## src/rtl/rsr_pkg.sv

```systemverilog
package rsr_pkg;
  localparam int REG_W = 16;

  // bit positions of the status word
  localparam int B_DTR  = 0;
  localparam int B_BRK  = 1;
  localparam int B_CD   = 2;
  localparam int B_PAR  = 5;
  localparam int B_IE   = 6;
  localparam int B_DONE = 7;
  localparam int B_OVR  = 12;
  localparam int B_RING = 13;
  localparam int B_CCH  = 14;
  localparam int B_ERR  = 15;

  localparam logic [REG_W-1:0] RD_MASK  = 16'o173777;
  localparam logic [REG_W-1:0] WR_MASK  = 16'o003533;
  localparam logic [REG_W-1:0] CLR_MASK = (REG_W'(1) << B_DONE) | (REG_W'(1) << B_OVR) |
                                          (REG_W'(1) << B_RING) | (REG_W'(1) << B_CCH) |
                                          (REG_W'(1) << B_ERR);

  typedef struct packed {
    logic [REG_W-1:0] csr;
    logic             cts;
    logic             conn;
    logic             irq;
    logic             hup;
  } rsr_st_t;
endpackage

```

## src/rtl/rsr_wr_stage.sv

```systemverilog
module rsr_wr_stage
  import rsr_pkg::*;
(
  input  rsr_st_t          st_i,
  input  logic             wr_en,
  input  logic             wr_byte,
  input  logic             wr_hi,
  input  logic [REG_W-1:0] wr_data,
  input  logic             modem,
  output rsr_st_t          st_o
);
  localparam int HALF = REG_W / 2;

  logic [REG_W-1:0] merged;

  always_comb begin
    merged = wr_data;
    if (wr_byte) begin
      if (wr_hi) merged = {wr_data[HALF-1:0], st_i.csr[HALF-1:0]};
      else       merged = {st_i.csr[REG_W-1:HALF], wr_data[HALF-1:0]};
    end
  end

  always_comb begin
    st_o = st_i;
    if (wr_en) begin
      // enabling interrupts with a pending completion
      if (merged[B_IE] && !st_i.csr[B_IE] && st_i.csr[B_DONE])
        st_o.irq = 1'b1;
      if (modem && (merged[B_DTR] != st_i.csr[B_DTR])) begin
        if (merged[B_DTR]) begin
          if (st_i.conn) begin
            st_o.csr[B_RING] = 1'b0;
            st_o.csr[B_CD]   = 1'b1;
            st_o.csr[B_CCH]  = 1'b1;
            st_o.csr[B_ERR]  = 1'b1;
            st_o.cts         = 1'b1;
            if (merged[B_IE]) st_o.irq = 1'b1;
          end
        end else begin
          if (st_i.conn) begin
            st_o.hup  = 1'b1;
            st_o.conn = 1'b0;
            if (st_i.csr[B_CD]) begin
              st_o.csr[B_CCH] = 1'b1;
              st_o.csr[B_ERR] = 1'b1;
              if (merged[B_IE]) st_o.irq = 1'b1;
            end
          end
          st_o.csr[B_CD]   = 1'b0;
          st_o.csr[B_RING] = 1'b0;
          st_o.cts         = 1'b0;
        end
      end
      st_o.csr = (st_o.csr & ~WR_MASK) | (merged & WR_MASK);
    end
  end
endmodule

```

## src/rtl/rsr_line_stage.sv

```systemverilog
module rsr_line_stage
  import rsr_pkg::*;
(
  input  rsr_st_t st_i,
  input  logic    conn_evt,
  input  logic    disc_evt,
  input  logic    modem,
  output rsr_st_t st_o
);
  always_comb begin
    st_o = st_i;
    if (conn_evt) begin
      st_o.conn = 1'b1;
      if (modem) begin
        if (st_i.csr[B_DTR]) begin
          st_o.csr[B_CD]  = 1'b1;
          st_o.csr[B_CCH] = 1'b1;
        end else begin
          st_o.csr[B_RING] = 1'b1;
        end
        st_o.csr[B_ERR] = 1'b1;
        if (st_i.csr[B_IE]) st_o.irq = 1'b1;
      end else begin
        st_o.cts = 1'b1;
      end
    end
    if (disc_evt) begin
      st_o.conn = 1'b0;
      if (modem && st_o.csr[B_CD]) begin
        st_o.csr[B_CCH] = 1'b1;
        st_o.csr[B_ERR] = 1'b1;
        if (st_o.csr[B_IE]) st_o.irq = 1'b1;
      end
      st_o.csr[B_CD]   = 1'b0;
      st_o.csr[B_RING] = 1'b0;
      st_o.cts         = 1'b0;
    end
  end
endmodule

```

## src/rtl/rsr_rx_stage.sv

```systemverilog
module rsr_rx_stage
  import rsr_pkg::*;
#(
  parameter int CHAR_W = 8
) (
  input  rsr_st_t           st_i,
  input  logic              char_evt,
  input  logic [CHAR_W-1:0] char_data,
  output rsr_st_t           st_o
);
  logic odd_ones;
  assign odd_ones = ^char_data;

  always_comb begin
    st_o = st_i;
    if (char_evt && st_i.conn) begin
      if (st_i.csr[B_DONE]) st_o.csr[B_OVR]  = 1'b1;
      else                  st_o.csr[B_DONE] = 1'b1;
      st_o.csr[B_PAR] = odd_ones;
      if (st_i.csr[B_IE]) st_o.irq = 1'b1;
    end
  end
endmodule

```

## src/rtl/rsr_rd_stage.sv

```systemverilog
module rsr_rd_stage
  import rsr_pkg::*;
(
  input  rsr_st_t          st_i,
  input  logic             rd_en,
  output rsr_st_t          st_o,
  output logic [REG_W-1:0] rd_val
);
  always_comb begin
    rd_val        = st_i.csr;
    rd_val[B_ERR] = st_i.csr[B_OVR] | st_i.csr[B_RING] | st_i.csr[B_CCH];
    rd_val        = rd_val & RD_MASK;
    st_o          = st_i;
    if (rd_en) st_o.csr = st_i.csr & ~CLR_MASK;
  end
endmodule

```

## src/rtl/rx_status_reg.sv

```systemverilog
module rx_status_reg
  import rsr_pkg::*;
#(
  parameter int CHAR_W = 8
) (
  input  logic              clk,
  input  logic              rst,
  input  logic              modem_mode,
  input  logic              wr_en,
  input  logic              wr_byte,
  input  logic              wr_hi,
  input  logic [15:0]       wr_data,
  input  logic              rd_en,
  input  logic              conn_evt,
  input  logic              disc_evt,
  input  logic              char_evt,
  input  logic [CHAR_W-1:0] char_data,
  output logic [15:0]       rd_data,
  output logic              irq_o,
  output logic              hangup_o,
  output logic              cts_o
);
  logic [REG_W-1:0] csr_q;
  logic             conn_q;
  logic             cts_q;
  logic [REG_W-1:0] rd_q;
  logic             irq_q;
  logic             hup_q;

  rsr_st_t st_cur, st_wr, st_line, st_rx, st_rd;
  logic [REG_W-1:0] rd_val;

  always_comb begin
    st_cur.csr  = csr_q;
    st_cur.cts  = cts_q;
    st_cur.conn = conn_q;
    st_cur.irq  = 1'b0;
    st_cur.hup  = 1'b0;
  end

  rsr_wr_stage u_wr (
    .st_i(st_cur), .wr_en(wr_en), .wr_byte(wr_byte), .wr_hi(wr_hi),
    .wr_data(wr_data), .modem(modem_mode), .st_o(st_wr)
  );

  rsr_line_stage u_line (
    .st_i(st_wr), .conn_evt(conn_evt), .disc_evt(disc_evt),
    .modem(modem_mode), .st_o(st_line)
  );

  rsr_rx_stage #(.CHAR_W(CHAR_W)) u_rx (
    .st_i(st_line), .char_evt(char_evt), .char_data(char_data), .st_o(st_rx)
  );

  rsr_rd_stage u_rd (
    .st_i(st_rx), .rd_en(rd_en), .st_o(st_rd), .rd_val(rd_val)
  );

  always_ff @(posedge clk) begin
    if (rst) begin
      csr_q  <= '0;
      conn_q <= 1'b0;
      cts_q  <= 1'b0;
      rd_q   <= '0;
      irq_q  <= 1'b0;
      hup_q  <= 1'b0;
    end else begin
      csr_q  <= st_rd.csr;
      conn_q <= st_rd.conn;
      cts_q  <= st_rd.cts;
      irq_q  <= st_rd.irq;
      hup_q  <= st_rd.hup;
      if (rd_en) rd_q <= rd_val;
    end
  end

  assign rd_data  = rd_q;
  assign irq_o    = irq_q;
  assign hangup_o = hup_q;
  assign cts_o    = cts_q;
endmodule

```

## config.mk

```make
export PLATFORM = sky130hd
export DESIGN_NAME = rx_status_reg
export DESIGN_NICKNAME = d
export VERILOG_FILES = /design/src/rtl/rsr_pkg.sv /design/src/rtl/rsr_wr_stage.sv /design/src/rtl/rsr_line_stage.sv /design/src/rtl/rsr_rx_stage.sv /design/src/rtl/rsr_rd_stage.sv /design/src/rtl/rx_status_reg.sv
export SDC_FILE = /design/constraint.sdc
export NUM_CORES = 1
export LEC_CHECK = 0
export BUFFER_PORTS_ARGS = -buffer_cell sky130_fd_sc_hd__buf_2
export CAP_MARGIN = 20
export CELL_PAD_IN_SITES_DETAIL_PLACEMENT = 1
export CELL_PAD_IN_SITES_GLOBAL_PLACEMENT = 2
export CORE_MARGIN = 2
export CORE_UTILIZATION = 34
export DETAILED_ROUTE_END_ITERATION = 8
export PLACE_DENSITY = 0.95
export SLEW_MARGIN = 20
export SYNTH_ARGS = -nofsm -noshare
export SYNTH_HDL_FRONTEND = slang
export SYNTH_HIERARCHICAL = 1
export SYNTH_SLANG_ARGS = --single-unit
export TNS_END_PERCENT = 100
```

## constraint.sdc

```tcl
create_clock -name clk -period 4.7 [get_ports clk]
set_input_delay 0.47 -clock clk [delete_from_list [all_inputs] [get_ports clk]]
set_output_delay 0.47 -clock clk [all_outputs]
set_load 0.005 [all_outputs]
```

==> results of run 1 <==
## per-stage QoR
| stage | utilization (%) | cell area, sq um | setup WS, ps | power [W] | hold slack (ps) |
|---|---|---|---|---|---|
| final | 34.5 | 1920 | 2580 | 0.000665 | 492 |
| after global routing | 34.5 | 1920 | 2460 | 0.000703 | 532 |
| after CTS | 34.5 | 1920 | 2560 | 0.000678 | 499 |
| after detailed placement | 32.6 | 1820 | 2270 | 0.000410 | 481 |
| after global placement | 32.6 | 1820 | 2320 | 0.000407 | 471 |
| after floorplan | - | 1990 | 2490 | 0.000428 | 485 |
## worst min path at each step
| stage | endpoint | slack (ps) | cells past startpoint |
|---|---|---|---|
| final | rd_data[14] | 490 | 2 |
| after global routing | rd_data[11] | 530 | 2 |
| after global placement | rd_data[10] | 470 | 2 |
| after CTS | rd_data[14] | 500 | 2 |
| after floorplan | rd_data[0] | 480 | 2 |
| after detailed placement | rd_data[2] | 480 | 2 |
## state kept, by name, indices dropped and copies added, names as in the netlist
signal / flops
rd_data: 16
csr_q: 14
conn_q: 1
cts_o: 1
hangup_o: 1
irq_o: 1
## metal layers
layer	up-vias	routed length, um
met3	7	236
li1	641	-
met4	0	63
met5	-	0
met1	600	1470
met2	35	1790
## critical path, cell delays in order
cell and delay [ps]:
sky130_fd_sc_hd__buf_2 130, sky130_fd_sc_hd__a21boi_1 140, sky130_fd_sc_hd__buf_4 220, sky130_fd_sc_hd__mux2_2 400, sky130_fd_sc_hd__a22oi_1 220, sky130_fd_sc_hd__o21bai_1 120
sky130_fd_sc_hd__or3_1 380, sky130_fd_sc_hd__mux2i_1 140, sky130_fd_sc_hd__nor2_1 50
## power groups by stage
| stage | clock network, W | registers [W] | logic (W) |
|---|---|---|---|
| 6_report | 0.000264 | 0.000309 | 0.0000926 |
| 3_3_place_gp | 0 | 0.000315 | 0.0000921 |
| 3_5_place_dp | 0 | 0.000315 | 0.0000944 |
| 5_1_grt | 0.000288 | 0.000310 | 0.000105 |
| 4_1_cts | 0.000275 | 0.000309 | 0.0000948 |
| 2_1_floorplan | 0 | 0.000315 | 0.000113 |
## layout make-up
type / instances / area [sq um] / share of cell area [%]
Multi-Input combinational cell: 119 / 798 / 41.5
Sequential cell: 34 / 681 / 35.4
Timing Repair Buffer: 46 / 233 / 12.1
Tap cell: 72 / 90.1 / 4.68
Clock buffer: 7 / 76.3 / 3.97
Clock inverter: 1 / 30.0 / 1.56
Inverter: 4 / 15.0 / 0.781
==> impl_summary.log, run 1 <==
[metrics] outcome: finished clean
[metrics] Finished Layout Cells: 283
[metrics] number of input and output port buffers inserted: 45
[metrics] worst-case headroom to the max-slew limit: 60.1%
[metrics] minimum clock period after layout: 2120 ps
[metrics] vias after detailed routing: 1283
[metrics] met2 capacity usage during global routing: about a fifth
[metrics] register share of total power: between 40 and 50%
[metrics] critical path startpoint: wr_byte
[metrics] Max Slew Vio Count: 0
[metrics] H-tree depth: 2
[metrics] instance count after placement with tap cells included: between 200 and 300
[metrics] total grt overflow: 0
[metrics] global routing met1 resource utilization: between 10 and 15%
[metrics] Antenna Diode Count: 0
[metrics] final RePlAce weighted congestion: 0.789
[metrics] CTS buffer count: 5
[metrics] DRT Wirelength: about 3600 um
[metrics] Hold Vio Cnt, Final: 0
[metrics] Skew-Pair Late Insertion Delay: roughly 290 ps
[metrics] Ys Warns: 6
[metrics] maximum VDD drop: around 0.00015 V
[metrics] CTS tree: yes
[metrics] capture point of the critical path: rd_data[15]
[metrics] Worst Hold Class: flip-flop to flip-flop
[metrics] dpl hpwl: roughly 2600 um
[metrics] drt drc: 0
[metrics] area of the die: around 6500 sq um
[metrics] antenna violations before repair: 0
[metrics] Startpoint Class: input pin
[metrics] die width: 80.4 um
[metrics] initial detailed-routing violation count: 70
[metrics] switching share of power: roughly a quarter
[metrics] Clock transition at path regs: 70 ps
[metrics] routed vias/inst: 4.53
[metrics] type of the setup path with the least slack: input pin to flip-flop
[metrics] count of clock tree sinks: 34
[metrics] Worst Path Arrival: between 2000 and 2500 ps
[metrics] cell-internal power: 0.000508 W
[metrics] clock buffer depth: 2
[metrics] power density over the cells: between 300 and 400 nW/um^2
[metrics] maximum number of pins on one net before global-route repair: 35
[metrics] number of buffers inserted for hold repair after clock tree synthesis: 0
[metrics] count of antenna-violating nets left after detailed routing: 0
[metrics] worst r2r dst: rd_data[15]
[metrics] path depth of the worst reg2reg path: 7
[metrics] total negative setup slack: 0 ps
[metrics] Max-Cap Viols: 0
[metrics] # setup viols final: 0
[metrics] row cnt: 27
[metrics] count of pins on the block boundary: 53
[metrics] buffers inserted during post-CTS setup optimization: 0
[metrics] Area growth syn-to-layout: -3.09%
[metrics] highest clock frequency the design can meet: approximately 0.47 GHz
[metrics] actual transition at the worst max-transition pin: around 600 ps
[metrics] layout cells sized above 1: between 20 and 30%
[metrics] first-pass GRT wire length: 5850 um
[metrics] Starting Density: between 30 and 40%
[metrics] share of the cycle needed by the critical path after routing: 45.1%
[metrics] unrepaired setup endpoints after global routing: false
[metrics] Gates resized, CTS repair: 0
[metrics] mean routed wirelength per cell: approximately 13 um
[metrics] required time of the critical path: ~4900 ps
[metrics] origin of the critical flop-to-flop path: csr_q[0]
[metrics] Lkg Pwr: between 0.8 and 0.9 nW
[metrics] maximum net fanout on the critical path: 12
[metrics] vias in the first global route: 1320
[metrics] logic gate share of total power: 13.9%
[metrics] most crowded layer after global routing: met2
[metrics] core footprint: around 5600 sq um
[metrics] power dissipated by switching net loads: about 0.00016 W
[metrics] vertical extent of the die: between 80 and 90 um
[metrics] most common cell after layout, fill and taps aside: sky130_fd_sc_hd__buf_2
[metrics] maximum clock skew at final layout: approximately 4 ps
[metrics] synthesized instance count: between 200 and 250
[metrics] FF-to-FF setup slack: 2760 ps
[metrics] Critical Path End Type: flip-flop
[metrics] layout filler cell count: around 690
[metrics] commonest cells after routing, fill and taps aside: sky130_fd_sc_hd__buf_2 (45), sky130_fd_sc_hd__dfxtp_1 (34), sky130_fd_sc_hd__nor2b_1 (25)
[metrics] clock share of power: 39.7%
[metrics] Tot GR Track Use: between 10% and 20%
[metrics] drt first pass iters: 4
[metrics] average cell area after synthesis: between 8 and 9 sq um
[metrics] Final #Nets: 244
[metrics] CTS Root Cell: sky130_fd_sc_hd__clkbuf_8
[metrics] mapped cell area: 1980 sq um
[metrics] routing usage on met3: 3.71%
[metrics] min-delay src: rd_data[14]
Note: power is estimated with default switching activity, not from simulation.
==> inputs of run 2 (changes only) <==
- CORE_UTILIZATION: 34 -> 31
- PLACE_DENSITY: 0.95 -> 0.9
- clock period: 4.7 -> 2 ns (I/O delays scaled with it)
==> impl_summary.log, run 2 (synthesis results as in run 1) <==
[metrics] outcome: finished clean
[metrics] maximum VDD drop: between 0.0002 and 0.0003 V
[metrics] Lkg Pwr: 0.936 nW
[metrics] dpl cell area: around 1900 sq um
[metrics] Tot GR Track Use: around 11%
[metrics] vias after detailed routing: around 1300
[metrics] highest clock frequency the design can meet: 0.524 GHz
[metrics] total power draw: ~0.0015 W
[metrics] initial detailed-routing violation count: between 40 and 50
[metrics] maximum number of pins on one net before global-route repair: 35
[metrics] Critical Path End Type: flip-flop
[metrics] flip-flop count of the largest register, all copies and words added: 16
[metrics] layout filler cell count: ~760
[metrics] type of the setup path with the least slack: flip-flop to flip-flop
[metrics] actual transition at the worst max-transition pin: ~610 ps
[metrics] maximum clock skew at final layout: between 3 and 4 ps
[metrics] row cnt: 29
[metrics] layout cells sized above 1: between 30% and 40%
[metrics] share of the cycle needed by the critical path after routing: 95.4%
[metrics] vias in the first global route: 1304
[metrics] antenna violations before repair: 0
[metrics] Finished Layout Cells: 296
[metrics] Final #Nets: roughly 250
[metrics] Worst Hold Class: input pin to flip-flop
[metrics] count of pins on the block boundary: 53
[metrics] commonest cells after routing, fill and taps aside: sky130_fd_sc_hd__buf_2 (45), sky130_fd_sc_hd__dfxtp_1 (32), sky130_fd_sc_hd__nor2b_1 (25)
[metrics] Antenna Diode Count: 0
[metrics] instance count after placement with tap cells included: roughly 290
[metrics] mean routed wirelength per cell: 12.5 um
[metrics] H-tree depth: 2
[metrics] origin of the critical flop-to-flop path: csr_q[2]
[metrics] DRT Wirelength: about 3700 um
[metrics] count of clock tree sinks: 34
[metrics] Worst Path Arrival: ~2000 ps
[metrics] CTS buffer count: 5
[metrics] required time of the critical path: between 2000 and 2500 ps
[metrics] cell-internal power: ~0.0011 W
[metrics] Max-Cap Viols: 0
[metrics] number of input and output port buffers inserted: 45
[metrics] vertical extent of the die: between 80 and 90 um
[metrics] final std cell area, no fill: around 2000 sq um
[metrics] Startpoint Class: flip-flop
[metrics] die width: between 80 and 90 um
[metrics] first-pass GRT wire length: approximately 6200 um
[metrics] CTS tree: yes
[metrics] Setup WS pre-CTS: -8.55 ps
[metrics] unrepaired setup endpoints after global routing: false
[metrics] number of buffers inserted for hold repair after clock tree synthesis: 0
[metrics] switching share of power: roughly 25%
[metrics] worst path setup slack after routing: approximately 90 ps
[metrics] area of the die: 7060 sq um
[metrics] Clock transition at path regs: approximately 70 ps
[metrics] dpl hpwl: roughly 2800 um
[metrics] CTS Root Cell: sky130_fd_sc_hd__clkbuf_8
[metrics] drt drc: 0
[metrics] min-delay src: disc_evt
[metrics] worst-case headroom to the max-slew limit: just under 60%
[metrics] clock buffer depth: 2
[metrics] routed vias/inst: 4.38
[metrics] Max Slew Vio Count: 0
[metrics] power dissipated by switching net loads: 0.000365 W
[metrics] maximum net fanout on the critical path: 3
[metrics] minimum clock period after layout: 1910 ps
[metrics] FF-to-FF setup slack: between 90 and 100 ps
[metrics] Starting Density: 31.6%
[metrics] power density over the cells: approximately 740 nW/um^2
[metrics] Skew-Pair Late Insertion Delay: 280 ps
[metrics] register share of total power: 49.1%
[metrics] clock share of power: approximately a third
[metrics] Worst Hold Endpoint: cts_o
[metrics] most common cell after layout, fill and taps aside: sky130_fd_sc_hd__buf_2
[metrics] logic gate share of total power: between 10% and 20%
[metrics] Area growth syn-to-layout: -0.000151%
[metrics] # setup viols final: 0
[metrics] total negative setup slack: 0 ps
[metrics] worst r2r dst: rd_data[15]
[metrics] path depth of the worst reg2reg path: 7
[metrics] drt first pass iters: 4
[metrics] instance count along the most critical hold path: 3
[metrics] Hold Vio Cnt, Final: 0
[metrics] core footprint: 6280 sq um
[metrics] total grt overflow: 0
[metrics] final RePlAce weighted congestion: roughly 0.8
[metrics] count of antenna-violating nets left after detailed routing: 0
==> run 2: changes by cell type in the layout (fill, tap and decap cells not counted) <==
cell	previous run	this run
sky130_fd_sc_hd__bufinv_16	1	0
sky130_fd_sc_hd__dfxtp_2	0	2
sky130_fd_sc_hd__clkinv_2	0	1
sky130_fd_sc_hd__buf_4	1	9
sky130_fd_sc_hd__nor2_2	0	1
sky130_fd_sc_hd__nor2_1	22	21
sky130_fd_sc_hd__clkbuf_1	2	1
sky130_fd_sc_hd__clkbuf_8	5	6
sky130_fd_sc_hd__nor3_2	0	1
sky130_fd_sc_hd__nor3_1	2	1
sky130_fd_sc_hd__dfxtp_1	34	32
==> run 2: worst max-delay path by stage <==
stage	from	endpoint	slack, ps	cells past startpoint
after floorplan	wr_en	rd_data[15]	60	9
after global routing	csr_q[0]	rd_data[15]	9	9
final	csr_q[2]	rd_data[15]	90	7
after global placement	wr_byte	rd_data[15]	2	9
after detailed placement	wr_byte	rd_data[15]	-9	9
after CTS	csr_q[0]	rd_data[15]	60	7
==> run 2: per-stage QoR <==
| stage | util (%) | hold WS [ps] |
|---|---|---|
| floorplan | - | 382 |
| global placement | 30.0 | 471 |
| detailed placement | 30.0 | 486 |
| CTS | 31.5 | 253 |
| global route | 31.6 | 279 |
| finish | 31.6 | 278 |
==> run 2: critical path, stage by stage (launching register included) <==
cell and delay (ps):
sky130_fd_sc_hd__dfxtp_2 330, sky130_fd_sc_hd__and3b_1 170, sky130_fd_sc_hd__o2111a_1 260, sky130_fd_sc_hd__or2_2 270
sky130_fd_sc_hd__o21bai_1 180, sky130_fd_sc_hd__or3_1 380, sky130_fd_sc_hd__mux2i_1 140, sky130_fd_sc_hd__nor2_1 60
==> run 2: power groups by stage <==
stage / Sequential (W) / Combinational (W) / Clock [W]
final: 0.000725 / 0.000234 / 0.000517
after global routing: 0.000729 / 0.000261 / 0.000574
after CTS: 0.000725 / 0.000239 / 0.000545
after detailed placement: 0.000741 / 0.000238 / 0
after global placement: 0.000739 / 0.000232 / 0
after floorplan: 0.000741 / 0.000265 / 0
==> run 2: area by class of cell <==
type	instances	area, sq um	area share [%]
Multi-Input combinational cell	119	806	40.6
Sequential cell	34	683	34.4
Clock inverter	1	5.00	0.252
Timing Repair Buffer	54	293	14.8
Clock buffer	7	86.3	4.35
Inverter	4	15.0	0.757
Tap cell	77	96.3	4.85
==> run 2: metal layers <==
metal	GRT usage (%)	part of all wire [%]
met1	14.0	45
met2	17.7	49
met3	3.86	4.8
met4	3.96	0.62
met5	0	0
==> run 2: timing repair <==
action / in CTS / in global routing
setup endpoints to repair: 0 / 3
gates resized for setup: 0 / 4
setup buffers: 0 / 0
